File: src/rtl/uart_regfront_pkg.sv
package uart_regfront_pkg;

  // Word indices of the register map
  localparam int IX_DATA  = 0;
  localparam int IX_IEN   = 1;
  localparam int IX_IIR   = 2;
  localparam int IX_FIFO  = 3;
  localparam int IX_LNMD  = 4;
  localparam int IX_LSTAT = 5;
  localparam int IX_DIV   = 9;

  // Field positions inside the shared line/modem word
  localparam int LC_LSB = 8;
  localparam int MC_LSB = 0;

  // FIFO control bit positions
  localparam int FC_EN    = 0;
  localparam int FC_RXCLR = 1;
  localparam int FC_TXCLR = 2;

  // Line status bit positions
  localparam int LS_RXNE = 0;
  localparam int LS_OVR  = 1;
  localparam int LS_TXMT = 5;

  // Line control as stored: bit 7 has no storage
  function automatic logic [7:0] line_from_word(input logic [31:0] w);
    return {1'b0, w[LC_LSB+6:LC_LSB]};
  endfunction

  function automatic logic [31:0] pack_line_modem(input logic [7:0] lc,
                                                  input logic [7:0] mc);
    logic [31:0] w;
    w = '0;
    w[LC_LSB+7:LC_LSB] = lc;
    w[MC_LSB+7:MC_LSB] = mc;
    return w;
  endfunction

  function automatic logic [7:0] lstat_byte(input logic rx_ne,
                                            input logic ovr,
                                            input logic tx_mt);
    logic [7:0] b;
    b = '0;
    b[LS_RXNE] = rx_ne;
    b[LS_OVR]  = ovr;
    b[LS_TXMT] = tx_mt;
    return b;
  endfunction

  // FIFO control as stored: the self-clearing bits are dropped
  function automatic logic [7:0] fifo_ctrl_store(input logic [7:0] v);
    logic [7:0] b;
    b = v;
    b[FC_RXCLR] = 1'b0;
    b[FC_TXCLR] = 1'b0;
    return b;
  endfunction

endpackage

File: src/rtl/uart_byte_fifo.sv
module uart_byte_fifo #(
  parameter int DEPTH = 64,
  parameter int W     = 8
) (
  input  logic         clk,
  input  logic         rst_n,
  input  logic         clr,
  input  logic         push,
  input  logic [W-1:0] push_data,
  input  logic         pop,
  output logic [W-1:0] head,
  output logic         empty,
  output logic         full,
  output logic         drop
);
  localparam int PW = (DEPTH > 1) ? $clog2(DEPTH) : 1;
  localparam int CW = $clog2(DEPTH + 1);
  localparam logic [CW-1:0] CNT_FULL = CW'(DEPTH);
  localparam logic [PW-1:0] PTR_LAST = PW'(DEPTH - 1);

  logic [W-1:0]  mem [DEPTH];
  logic [PW-1:0] wr_ptr, rd_ptr;
  logic [CW-1:0] count;
  logic          pop_ok, push_ok;

  function automatic logic [PW-1:0] ptr_inc(input logic [PW-1:0] p);
    return (p == PTR_LAST) ? '0 : p + 1'b1;
  endfunction

  assign empty   = (count == '0);
  assign full    = (count == CNT_FULL);
  assign pop_ok  = pop && !empty && !clr;
  assign push_ok = push && !clr && (!full || pop_ok);
  assign drop    = push && !clr && full && !pop_ok;
  assign head    = mem[rd_ptr];

  always_ff @(posedge clk) begin
    if (push_ok) mem[wr_ptr] <= push_data;
  end

  always_ff @(posedge clk or negedge rst_n) begin
    if (!rst_n) begin
      wr_ptr <= '0;
      rd_ptr <= '0;
      count  <= '0;
    end else if (clr) begin
      wr_ptr <= '0;
      rd_ptr <= '0;
      count  <= '0;
    end else begin
      if (push_ok) wr_ptr <= ptr_inc(wr_ptr);
      if (pop_ok)  rd_ptr <= ptr_inc(rd_ptr);
      case ({push_ok, pop_ok})
        2'b10:   count <= count + 1'b1;
        2'b01:   count <= count - 1'b1;
        default: count <= count;
      endcase
    end
  end

  // occupancy never exceeds the depth
  a_r7_no_overflow: assert property (@(posedge clk) disable iff (!rst_n)
    count <= CNT_FULL);
  // a dropped push leaves the FIFO full
  a_r7_drop_stays_full: assert property (@(posedge clk) disable iff (!rst_n)
    drop |=> full);
  // push and pop together on a full FIFO keep it full
  a_r7_full_swap: assert property (@(posedge clk) disable iff (!rst_n)
    (full && push && pop && !clr) |=> full);
  // a clear leaves the FIFO empty
  a_r6_clear_empties: assert property (@(posedge clk) disable iff (!rst_n)
    clr |=> empty);

endmodule

File: src/rtl/uart_baud_ticker.sv
module uart_baud_ticker #(
  parameter int DIV_W = 16
) (
  input  logic             clk,
  input  logic             rst_n,
  input  logic [DIV_W-1:0] divisor,
  input  logic             restart,
  output logic             tick
);
  logic [DIV_W-1:0] cnt;

  // Counter step: reload from the divisor after the last cycle of a period
  function automatic logic [DIV_W-1:0] cnt_next(input logic [DIV_W-1:0] c,
                                                input logic [DIV_W-1:0] d);
    if (d == '0)                return '0;
    if (c == '0 || c == DIV_W'(1)) return d;
    return c - 1'b1;
  endfunction

  assign tick = (divisor != '0) && (cnt == DIV_W'(1));

  always_ff @(posedge clk or negedge rst_n) begin
    if (!rst_n)       cnt <= '0;
    else if (restart) cnt <= '0;
    else              cnt <= cnt_next(cnt, divisor);
  end

  // no tick with a zero divisor
  a_r9_zero_silent: assert property (@(posedge clk) disable iff (!rst_n)
    (divisor == '0) |-> !tick);
  // ticks are spaced apart unless the divisor is one
  a_r9_tick_gap: assert property (@(posedge clk) disable iff (!rst_n)
    (tick && divisor > DIV_W'(1)) |=> !tick);
  // a restart suppresses the tick in the next cycle
  a_r9_restart: assert property (@(posedge clk) disable iff (!rst_n)
    restart |=> !tick);

endmodule

File: src/rtl/uart_regfront.sv
module uart_regfront
  import uart_regfront_pkg::*;
#(
  parameter int ADDR_W     = 6,
  parameter int FIFO_DEPTH = 64,
  parameter int DIV_W      = 16
) (
  input  logic              clk,
  input  logic              rst_n,
  input  logic              bus_sel,
  input  logic              bus_wr,
  input  logic [ADDR_W-1:0] bus_addr,
  input  logic [31:0]       bus_wdata,
  output logic [31:0]       bus_rdata,
  output logic              tx_valid,
  output logic [7:0]        tx_data,
  input  logic              tx_ready,
  input  logic              rx_valid,
  input  logic [7:0]        rx_data,
  output logic              baud_tick,
  output logic [7:0]        line_ctrl,
  output logic [7:0]        modem_ctrl,
  output logic [7:0]        irq_enable,
  output logic              fifo_enable
);
  localparam int IW = ADDR_W - 2;

  logic [IW-1:0]    idx;
  logic             rd_acc, wr_acc;
  logic [7:0]       ien_q, lc_q, mc_q, fc_q;
  logic [DIV_W-1:0] div_q;
  logic             ovr_q;

  // Named internal events
  logic ev_tx_push, ev_rx_pop, ev_lstat_rd, ev_lnmd_wr;
  logic ev_fifo_wr, ev_div_wr, ev_ien_wr, ev_rx_clr, ev_tx_clr;
  logic rx_drop, tx_drop;
  logic rx_empty, rx_full, tx_empty, tx_full;
  logic [7:0] rx_head;

  assign idx    = bus_addr[ADDR_W-1:2];
  assign rd_acc = bus_sel && !bus_wr;
  assign wr_acc = bus_sel && bus_wr;

  assign ev_tx_push  = wr_acc && (idx == IW'(IX_DATA));
  assign ev_rx_pop   = rd_acc && (idx == IW'(IX_DATA));
  assign ev_lstat_rd = rd_acc && (idx == IW'(IX_LSTAT));
  assign ev_ien_wr   = wr_acc && (idx == IW'(IX_IEN));
  assign ev_lnmd_wr  = wr_acc && (idx == IW'(IX_LNMD));
  assign ev_fifo_wr  = wr_acc && (idx == IW'(IX_FIFO));
  assign ev_div_wr   = wr_acc && (idx == IW'(IX_DIV));
  assign ev_rx_clr   = ev_fifo_wr && bus_wdata[FC_RXCLR];
  assign ev_tx_clr   = ev_fifo_wr && bus_wdata[FC_TXCLR];

  uart_byte_fifo #(.DEPTH(FIFO_DEPTH), .W(8)) u_txq (
    .clk       (clk),
    .rst_n     (rst_n),
    .clr       (ev_tx_clr),
    .push      (ev_tx_push),
    .push_data (bus_wdata[7:0]),
    .pop       (tx_valid && tx_ready),
    .head      (tx_data),
    .empty     (tx_empty),
    .full      (tx_full),
    .drop      (tx_drop)
  );

  uart_byte_fifo #(.DEPTH(FIFO_DEPTH), .W(8)) u_rxq (
    .clk       (clk),
    .rst_n     (rst_n),
    .clr       (ev_rx_clr),
    .push      (rx_valid),
    .push_data (rx_data),
    .pop       (ev_rx_pop),
    .head      (rx_head),
    .empty     (rx_empty),
    .full      (rx_full),
    .drop      (rx_drop)
  );

  uart_baud_ticker #(.DIV_W(DIV_W)) u_tick (
    .clk     (clk),
    .rst_n   (rst_n),
    .divisor (div_q),
    .restart (ev_div_wr),
    .tick    (baud_tick)
  );

  assign tx_valid = !tx_empty;

  always_ff @(posedge clk or negedge rst_n) begin
    if (!rst_n) begin
      ien_q <= '0;
      lc_q  <= '0;
      mc_q  <= '0;
      fc_q  <= '0;
      div_q <= '0;
      ovr_q <= 1'b0;
    end else begin
      if (ev_ien_wr) ien_q <= bus_wdata[7:0];
      if (ev_lnmd_wr) begin
        lc_q <= line_from_word(bus_wdata);
        mc_q <= bus_wdata[MC_LSB+7:MC_LSB];
      end
      if (ev_fifo_wr) fc_q  <= fifo_ctrl_store(bus_wdata[7:0]);
      if (ev_div_wr)  div_q <= bus_wdata[DIV_W-1:0];
      if (rx_drop || tx_drop) ovr_q <= 1'b1;
      else if (ev_lstat_rd)   ovr_q <= 1'b0;
    end
  end

  always_comb begin
    bus_rdata = '0;
    if (rd_acc) begin
      case (idx)
        IW'(IX_DATA):  bus_rdata = rx_empty ? 32'd0 : {24'd0, rx_head};
        IW'(IX_IEN):   bus_rdata = {24'd0, ien_q};
        IW'(IX_FIFO):  bus_rdata = {24'd0, fc_q};
        IW'(IX_LNMD):  bus_rdata = pack_line_modem(lc_q, mc_q);
        IW'(IX_LSTAT): bus_rdata = {24'd0, lstat_byte(!rx_empty, ovr_q, tx_empty)};
        IW'(IX_DIV):   bus_rdata = 32'(div_q);
        default:       bus_rdata = '0;
      endcase
    end
  end

  assign line_ctrl   = lc_q;
  assign modem_ctrl  = mc_q;
  assign irq_enable  = ien_q;
  assign fifo_enable = fc_q[FC_EN];

  // one write updates both packed fields
  a_r3_pack_write: assert property (@(posedge clk) disable iff (!rst_n)
    ev_lnmd_wr |=> (modem_ctrl == $past(bus_wdata[7:0])) &&
                   (line_ctrl[6:0] == $past(bus_wdata[14:8])));
  // upper half of the shared word reads zero
  a_r3_upper_zero: assert property (@(posedge clk) disable iff (!rst_n)
    (rd_acc && idx == IW'(IX_LNMD)) |-> (bus_rdata[31:16] == 16'd0));
  // no divisor latch access bit survives a write
  a_r4_no_dlab: assert property (@(posedge clk) disable iff (!rst_n)
    ev_lnmd_wr |=> (line_ctrl[7] == 1'b0));
  // divisor write lands directly
  a_r5_div_write: assert property (@(posedge clk) disable iff (!rst_n)
    ev_div_wr |=> (div_q == $past(bus_wdata[DIV_W-1:0])));
  // any dropped push raises overrun
  a_r8_ovr_set: assert property (@(posedge clk) disable iff (!rst_n)
    (rx_drop || tx_drop) |=> ovr_q);
  // a status read with no new overrun clears it
  a_r8_ovr_clear: assert property (@(posedge clk) disable iff (!rst_n)
    (ev_lstat_rd && !rx_drop && !tx_drop) |=> !ovr_q);
  // self-clearing bits never read back
  a_r6_self_clear: assert property (@(posedge clk) disable iff (!rst_n)
    (rd_acc && idx == IW'(IX_FIFO)) |-> (bus_rdata[2:1] == 2'b00));

endmodule

File: config.mk
export PLATFORM = sky130hd
export DESIGN_NAME = uart_regfront
export DESIGN_NICKNAME = d
export VERILOG_FILES = /design/src/rtl/uart_regfront_pkg.sv /design/src/rtl/uart_byte_fifo.sv /design/src/rtl/uart_baud_ticker.sv /design/src/rtl/uart_regfront.sv
export SDC_FILE = /design/constraint.sdc
export NUM_CORES = 1
export LEC_CHECK = 0
export BUFFER_PORTS_ARGS = -buffer_cell sky130_fd_sc_hd__buf_4
export CAP_MARGIN = 20
export CORE_MARGIN = 4
export CORE_UTILIZATION = 40
export CTS_BUF_LIST = sky130_fd_sc_hd__clkbuf_2 sky130_fd_sc_hd__clkbuf_4 sky130_fd_sc_hd__clkbuf_8
export DETAILED_ROUTE_END_ITERATION = 10
export PLACE_DENSITY = 0.61
export RECOVER_POWER = 25
export SETUP_SLACK_MARGIN = 0.4
export SYNTH_ARGS = -nofsm -noshare
export SYNTH_HDL_FRONTEND = slang
export SYNTH_HIERARCHICAL = 1
export SYNTH_SLANG_ARGS = --single-unit
File: constraint.sdc
create_clock -name clk -period 3.9 [get_ports clk]
set_input_delay 0.585 -clock clk [delete_from_list [all_inputs] [get_ports clk]]
set_output_delay 0.585 -clock clk [all_outputs]
set_load 0.01 [all_outputs]
### Word-level counts from Yosys, hierarchy flattened

Memories as Yosys holds them, arrays and structs flattened.
Index checks and enable logic that the tools add are counted.

| cells by class | value |
|---|---|
| add/subtract/negate cells | 9 |
| equal/unequal tests | 16 |
| muxes and demuxes | 35 |
| reductions and logical operators | 51 |

Operators by type and width:

| operator | number |
|---|---|
| 16-bit 2-to-1 mux | 6 |
| 16-bit one-hot mux with 6 select lines | 1 |
| 6-bit 2-to-1 mux | 12 |
| 16-bit zero test | 2 |
| 7-bit one-hot mux with 2 select lines | 2 |
| 1-bit logical AND | 25 |
| 6-bit by 1-bit adder with 6-bit output (second input constant) | 4 |
| 6-bit equality test (second input constant) | 4 |
| 16-bit by 1-bit equality test with 1-bit output (second input constant) | 1 |
| 16-bit nonzero test | 1 |
| 16-bit by 1-bit subtractor with 16-bit output (second input constant) | 1 |
| 7-bit by 1-bit adder with 7-bit output (second input constant) | 2 |
| 7-bit equality test (second input constant) | 2 |
| 7-bit zero test | 2 |
| 7-bit 2-to-1 mux | 2 |
| 7-bit by 1-bit subtractor with 7-bit output (second input constant) | 2 |
| 1-bit 2-to-1 mux | 11 |
| 2-bit nonzero test | 5 |
| 1-bit zero test | 9 |
| 4-bit by 3-bit equality test with 1-bit output (second input constant) | 2 |
| 8-bit 2-to-1 mux | 1 |
| 3-bit nonzero test | 2 |
| 2-bit by 1-bit equality test with 1-bit output (second input constant) | 2 |
| 2-bit equality test (second input constant) | 2 |
| 5 further kinds | 8 |

| word-level totals | value |
|---|---|
| register bits after elaboration | 100 |
| bits in writable memories | 1,024 |
| bits of input ports | 52 |
| output and inout bits | 67 |
| logic and storage cells | 126 |
| memories | 2 |

Memories:

| memory | depth | bits a word | read ports | clocked after Yosys merged registers in | write ports | line | source |
|---|---|---|---|---|---|---|---|
| u_rxq.mem | 64 | 8 | 1 | 0 | 1 | uart_byte_fifo.sv:21 | `logic [W-1:0] mem [DEPTH];` |
| u_txq.mem | 64 | 8 | 1 | 0 | 1 | uart_byte_fifo.sv:21 |  |

### Depth between registers and ports, before layout

Gate-level depths: netlist (run 1).

| depth | value |
|---|---|
| word-level depth | 10 |
| mapped depth | 13 |
| mapped depth without buffers | 13 |

### Hierarchy

Netlist (run 1), hierarchy kept.

Modules (own cells, without submodules):

| module | times used | cells an instance | area each (um^2) | sequential area each (um^2) |
|---|---|---|---|---|
| uart_byte_fifo | 2 | 1,154 | 21,483.1 | 15,850.2 |
| uart_regfront | 1 | 205 | 2,532.4 | 1,151.1 |
| uart_baud_ticker | 1 | 102 | 1,087.3 | 400.4 |

### Least setup slack after synthesis (run 1)

Ideal clock, no wire load.

| timing path | value |
|---|---|
| kind | input port to flip-flop |
| from | in bus_addr[4] |
| to | reg u_rxq.count[6] |
| setup time | 0.088 ns |
| data arrival time | 3.857 ns |
| data required time | 3.812 ns |
| path slack | -0.046 ns |
| stages | 12 |
| path buffers | 3 |
| cells stage by stage | buf_1 -> nor4_4 -> and2_1 -> clkbuf_1 -> clkbuf_1 -> nor3_1 -> ha_1 -> a21o_1 -> a21oi_1 -> o21a_1 -> or4b_2 -> a41oi_1 |

| between the ends | value |
|---|---|
| cells in the longest elaborated chain, start to end | 10 |
| elaborated cells on any way between the ends | 16 |
| those cells by class | eq/ne (3); mux (2); reduce/logical (11) |

RTL lines:

| what | line | source |
|---|---|---|
| start, declared | uart_regfront.sv:12 | `input logic [ADDR_W-1:0] bus_addr,` |
| 4-bit by 2-bit equality test with 1-bit output (*) | uart_regfront.sv:50 | `assign ev_fifo_wr = wr_acc && (idx == IW'(IX_FIFO));` |
| 1-bit logical AND (*) | uart_regfront.sv:50 |  |
| 1-bit logical AND (*) | uart_regfront.sv:52 | `assign ev_rx_clr = ev_fifo_wr && bus_wdata[FC_RXCLR];` |
| via ev_rx_clr | uart_regfront.sv:36 | `logic ev_fifo_wr, ev_div_wr, ev_ien_wr, ev_rx_clr, ev_tx_clr;` |
| 1-bit zero test | uart_byte_fifo.sv:32, uart_byte_fifo.sv:33 |  |
| 1-bit logical AND | uart_byte_fifo.sv:32 | `assign pop_ok = pop && !empty && !clr;` |
| 1-bit logical OR | uart_byte_fifo.sv:33 | `assign push_ok = push && !clr && (!full \|\| pop_ok);` |
| 1-bit logical AND | uart_byte_fifo.sv:33 |  |
| 2-bit by 1-bit equality test with 1-bit output / 2-bit equality test (equally long branches) | uart_byte_fifo.sv:53 | `case ({push_ok, pop_ok})` |
| 7-bit one-hot mux with 2 select lines | uart_byte_fifo.sv:53 |  |
| 7-bit 2-to-1 mux | uart_byte_fifo.sv:46 | `end else if (clr) begin` |
| end signal, assigned | uart_byte_fifo.sv:54 | `2'b10: count <= count + 1'b1;` |
| end signal, assigned | uart_byte_fifo.sv:55 | `2'b01: count <= count - 1'b1;` |
| end signal, assigned | uart_byte_fifo.sv:56 | `default: count <= count;` |
| end, declared | uart_byte_fifo.sv:23 | `logic [CW-1:0] count;` |

The timed path passes the listed nets; every way through them passes the cells marked *.
A chain may end at the register's enable or synchronous reset.

### Final worst setup path (run 1)

| timing path | value |
|---|---|
| from | reg u_rxq.rd_ptr[0] |
| to | out bus_rdata[7] |

| between the ends | value |
|---|---|
| cells in the longest elaborated chain, start to end | 4 |

RTL lines:

| what | line | source |
|---|---|---|
| start, declared | uart_byte_fifo.sv:22 | `logic [PW-1:0] wr_ptr, rd_ptr;` |
| start signal, assigned | uart_byte_fifo.sv:52 | `if (pop_ok) rd_ptr <= ptr_inc(rd_ptr);` |
| memory 64 x 8 bit | n/a |  |
| via rx_head[7] | uart_regfront.sv:39 | `logic [7:0] rx_head;` |
| 8-bit 2-to-1 mux | uart_regfront.sv:116 | `IW'(IX_DATA): bus_rdata = rx_empty ? 32'd0 : {24'd0, rx_head};` |
| 16-bit one-hot mux with 6 select lines | uart_regfront.sv:115 | `case (idx)` |
| 16-bit 2-to-1 mux | uart_regfront.sv:114 | `if (rd_acc) begin` |
| end, declared | uart_regfront.sv:14 | `output logic [31:0] bus_rdata,` |

The timed path passes the listed nets, and every way through them passes these cells.

==> flow_summary.yaml, run 1 <==
clocking:
  cts_made_buffers: 177
  cts_tree: "built"
  clockBufferDepth: 3
  clkLatencyLatePin_ns: 0.84
  root_buffer: "clkbuf_8"
  htreeDepth: 4
  cts.sinks: 1124
  clk_pin_slew_ns: 0.06
power_and_ir_drop:
  ir_drop_v: 0.0003601
  intPower_uw: 23210
  p_switching_uw: 9566
  p_sw_share_pct: 29.18
  power_density_nw_per_um2: 603.0
  combinationalPowerShare_pct: 25.6
  p_seq_share_pct: 43.6
  clkPwrFrac_pct: 30.9
  leakage_uw: 0.01812
layout:
  final_common_cell: "edfxtp_1"
  drive_gt1_share_pct: 28.19
  final_cell_mix: "edfxtp_1, mux2i_1, buf_4"
  area_growth_pct: 16.71
  instances_no_fill: 4583
  final_cell_area_um2: 54360
  finalNetCount: 3001
  final_core_util_pct: 47.28
global_routing:
  grt_usage_pct: 17.90
  grt_antenna_before_repair: 2
  grt_pass1_wl_um: 164300
  grt_pass1_vias: 26120
  grt_overflow: 0
  grt_max_degree: 69
setup_path:
  r2r_setup_slack_ns: 0.55
  cp_slowest_cell: "mux4_1"
  slowest_delay_ns: 0.62
  end_kind: "output pin"
  critical_path_required_ns: 3.31
  crit_fanout: 16
  crit_family: "compound AO/OA/AOI/OAI gates"
  worstSetupPathType: "reg -> out"
  cp-start-kind: "register"
  critPathBufInv: 3
  critical_path.most_common_cell: "buf_4"
  crit_arrival_ns: 3.79
  crit_chain: "buf_4 > bufbuf_16 > mux4_1 > o21ai_2 > nand3_1 > a32o_2 > a32oi_2 > a21oi_2 > buf_4"
yosys:
  avgSynthCellArea_um2: 17.83
  yosys_warnings: 6
  synthesis.area_um2: 46580
  syn-instance-count: 2613
placed_design:
  post-dp-hpwl_um: 67640
  portBuffers: 83
  dp_slack_ns: 0.1151
  place_congestion: 0.9144
  place_inst: 4215
  place_area_um2: 49450
floorplan:
  core_area_um2: 115000
  die_x_um: 349.2
  die_height_um: 349.2
  rows: 124
  die_area_um2: 122000
  initial_utilization_pct: 40.52
  io_pins: 119
drt:
  wl_um: 110400
  postRouteAntennaNets: 0
  viasPerCell: 5.513
  vias: 25270
  first_iter_violations: 2082
  firstDrtPassIters: 5
  drc_errors: 0
  routedWlPerCell_um: 24.09
sta:
  finalHoldViolCount: 0
  fin_tns_setup_ns: -3.574
  fin_crit_sh_pct: 112.2
  clock_skew_ns: 0.05253
  tightest_slew_ns: 3.513
  fmaxAchievable_mhz: 228.6
  grt_setup_unrepaired: "true"
  maxSlewHeadroom_pct: -134.2
  period_needed_ns: 4.375
  worst_slack_ns: -0.4751
  setup-violations-final: 9
  slew_viol_final: 838
run_status:
  failed_checks: "max-capacitance violations, max-slew violations, negative setup slack"
  status: "finished, violations left"
worst_hold_path:
  hp-class: "in -> reg"
flow_run:
  drv_cap: 13
[sequential cells by signal (all words and copies together) (netlist names)]
| register | cells |
|---|---|
| u_txq/mem | 512 |
| u_rxq/count | 7 |
| u_rxq/rd_ptr | 6 |
| irq_enable | 8 |
| div_q | 16 |
| modem_ctrl | 8 |
| fc_q | 6 |
| u_txq/wr_ptr | 6 |
| u_txq/count | 7 |
| u_txq/rd_ptr | 6 |
| u_rxq/mem | 512 |
| ovr_q | 1 |
| u_rxq/wr_ptr | 6 |
| u_tick/cnt | 16 |
| line_ctrl | 7 |
[through the flow]
stage | power [uW] | hold WS (ns)
final | 32780 | 0.1649
after global routing | 34250 | 0.1124
after CTS | 32730 | 0.07181
after detailed placement | 21670 | 0.4907
after global placement | 21500 | 0.4730
after floorplan | 19230 | 0.2894
[tightest hold or removal path: stages]
cell      delay, ns
buf_4          0.15
nand3b_1       0.09
a41oi_1        0.11
[routing by layer]
layer	vias up	GRT usage (%)	part of all wire (%)
met1	13080	23.10	41
met3	198	3.319	5.6
met5	-	0	0
met2	792	30.44	51
li1	11190	-	-
met4	0	6.368	3.0
[final timing paths]
check | startpoint | to | cells after the start
min in group asynchronous | rst_n | div_q[10] | 2
max in group asynchronous | rst_n | div_q[6] | 3
worst max register to register | u_txq/count[2] | u_txq/count[6] | 14
worst min register to register | ovr_q | ovr_q | 1
worst max-delay path | u_rxq/rd_ptr[0] | bus_rdata[7] | 9
worst min-delay path | rx_valid | u_rxq/count[6] | 3
[power groups by stage]
| stage | sequential (uW) | clock, uW | combinational, uW |
|---|---|---|---|
| floorplan | 14200 | 0 | 5080 |
| global placement | 14600 | 0 | 6930 |
| detailed placement | 14600 | 0 | 7060 |
| CTS | 14200 | 10400 | 8120 |
| global route | 14300 | 11000 | 8940 |
| finish | 14300 | 10100 | 8380 |
[what timing repair did]
item	CTS	global route
hold endpoints to repair	72	0
buffers inserted	24	4
gates resized for setup	103	56
hold buffers	9	0
pin swaps	22	29
cloned	8	3
endpoints found under the setup margin	97	181
[cell type report]
cell class / instances / area [um2]
inverter: 17 / 63.81
fill: 9575 / 60610
timing repair buffer: 295 / 2765
multi-input combinational: 1315 / 12730
tap: 1512 / 1892
antenna: 2 / 5.005
clock buffer: 231 / 2867
clock inverter: 87 / 769.5
sequential: 1124 / 33270
(Power assumes the default switching activity.)
==> run 2, diff against run 1 <==
- PLACE_DENSITY: 0.61 -> 0.57
==> run 2 against run 1 <==
Against the previous run:
- the run still ends with max-capacitance violations, max-slew violations, negative setup slack left
- final cell count is 1.4% higher
- via count is 0.68% higher
- wire length is 0.50% higher
- register-to-register slack better by 0.03 ns
- count of clock-buffer cells in the layout is 7 higher
- clock skew is 0.015 ns lower
- sequential power hardly changed
- total power is 1.5% lower
- non-clock buffer count is 50 higher
- clock power is 4% lower
- largest cell class unchanged
==> flow_summary.yaml, run 2 (synthesized netlist as in run 1, its figures left out) <==
placed_design:
  post-dp-hpwl_um: 67980
  portBuffers: 83
  dp_slack_ns: 0.07405
  place_congestion: 0.8694
setup_path:
  critical_path.most_common_cell: "buf_12"
  cp-start-kind: "register"
  critPathBufInv: 3
  r2r_setup_slack_ns: 0.58
  r2r-start: "u_txq/count[0]"
  timing.rr.end: "u_txq/count[6]"
  crit_arrival_ns: 3.78
  worst_r2r_path_depth: 14
  critical_path_required_ns: 3.31
  crit_family: "compound AO/OA/AOI/OAI gates"
  crit_fanout: 9
  slowest_delay_ns: 0.56
  crit_path_start: "u_rxq/rd_ptr[0]"
  crit_end: "bus_rdata[7]"
  end_kind: "output pin"
  cp_slowest_cell: "mux4_1"
  worstSetupPathType: "reg -> out"
  crit_chain: "buf_12 > buf_12 > mux4_1 > a22o_1 > a221oi_4 > o2111ai_2 > a32o_2 > a32oi_2 > a21oi_2 > buf_4"
  path_depth: 10
global_routing:
  grt_pass1_wl_um: 165900
  grt_usage_pct: 18.07
  grt_antenna_before_repair: 2
  grt_pass1_vias: 26250
  grt_max_degree: 69
  grt_overflow: 0
drt:
  postRouteAntennaNets: 0
  viasPerCell: 5.476
  first_iter_violations: 2120
  wl_um: 111000
  vias: 25440
  routedWlPerCell_um: 23.89
  drc_errors: 0
  firstDrtPassIters: 5
layout:
  final_cell_mix: "edfxtp_1, buf_4, mux2i_1"
  drive_gt1_share_pct: 29.21
  area_growth_pct: 16.82
  final_core_util_pct: 47.33
  final_common_cell: "edfxtp_1"
  finalNetCount: 3054
  reg_top3: "u_rxq/mem (512), u_txq/mem (512)"
sta:
  maxSlewHeadroom_pct: -131.2
  fmaxAchievable_mhz: 228.9
  tightest_slew_ns: 3.468
  fin_tns_setup_ns: -3.423
  grt_setup_unrepaired: "true"
  whs_ns: 0.1711
  finalHoldViolCount: 0
  slew_viol_final: 729
  worst_slack_ns: -0.4696
  setup-violations-final: 8
  period_needed_ns: 4.370
  clock_skew_ns: 0.03762
  fin_crit_sh_pct: 112.0
clocking:
  clkLatencyLatePin_ns: 0.82
  cts_made_buffers: 181
  clockBufferDepth: 3
  cts_tree: "built"
  htreeDepth: 4
  clk_pin_slew_ns: 0.06
  root_buffer: "clkbuf_8"
  cts.sinks: 1124
power_and_ir_drop:
  leakage_uw: 0.01828
  ir_drop_v: 0.0003440
  power.total_uw: 32300
  power_density_nw_per_um2: 593.5
floorplan:
  core_area_um2: 115000
  die_x_um: 349.2
  io_pins: 119
  rows: 124
  initial_utilization_pct: 40.52
  die_area_um2: 122000
  die_height_um: 349.2
flow_run:
  drv_cap: 12
run_status:
  status: "finished, violations left"
  failed_checks: "max-capacitance violations, max-slew violations, negative setup slack"
worst_hold_path:
  hp-class: "in -> reg"
==> run 2: worst min path at each step <==
| stage | to | cells past startpoint | slack (ns) | startpoint |
|---|---|---|---|---|
| finish | u_rxq/count[6] | 3 | 0.17 | rx_valid |
| global route | u_rxq/count[6] | 3 | 0.12 | rx_valid |
| CTS | u_rxq/count[6] | 3 | 0.07 | rx_valid |
| detailed placement | ovr_q | 1 | 0.48 | ovr_q |
| global placement | fc_q[4] | 1 | 0.48 | fc_q[4] |
| floorplan | div_q[0] | 0 | 0.29 | rst_n |
==> run 2: power breakdown <==
part | internal, uW | switching [uW] | total [uW]
clock network | 5200 | 4520 | 9710
registers | 13700 | 581 | 14200
logic | 3890 | 4460 | 8350
==> run 2: metrics by stage <==
| stage | cells | instance area (um2) |
|---|---|---|
| 4_1_cts | 4637 | 54300 |
| 3_3_place_gp | 4263 | 49810 |
| 6_report | 4645 | 54410 |
| 2_1_floorplan | 2629 | 46700 |
| 5_1_grt | 4645 | 54410 |
| 3_5_place_dp | 4263 | 49810 |
==> run 2: area by class of cell <==
type                       instances  area (um2)
fill                            9707       60550
sequential                      1124       33270
multi-input combinational       1314       12620
timing repair buffer             345        3070
clock buffer                     238        2944
tap                             1512        1892
clock inverter                    94       553.0
inverter                          17       63.81
antenna                            1       2.502
==> run 2: worst register-to-register path, cell delays in order (launching register included) <==
cell and delay [ns]:
dfrtp_2 0.46, nor4_4 0.28, buf_4 0.17, nand2_1 0.12
nor2_4 0.21, nor2b_4 0.08, inv_2 0.09, a31o_4 0.11
nor3_4 0.06, ha_1 0.34, a21o_1 0.13, a21oi_1 0.10
o21a_2 0.27, or4b_2 0.64, a41oi_2 0.19
==> run 2: routing by layer <==
layer	GRT usage, %	share of wire, %	up-vias
met1	23.69	42	13170
li1	-	-	11280
met5	0	0	-
met3	3.239	5.2	196
met4	6.240	2.8	0
met2	30.48	50	794
==> run 2: what timing repair did <==
| action | in CTS | in global routing |
|---|---|---|
| buffers inserted | 25 | 7 |
| endpoints found under the hold margin | 61 | 0 |
| pin swaps | 26 | 21 |
| hold buffers | 9 | 0 |
| gates resized for setup | 127 | 25 |
| endpoints found under the setup margin | 19 | 19 |
| cloned | 8 | 0 |
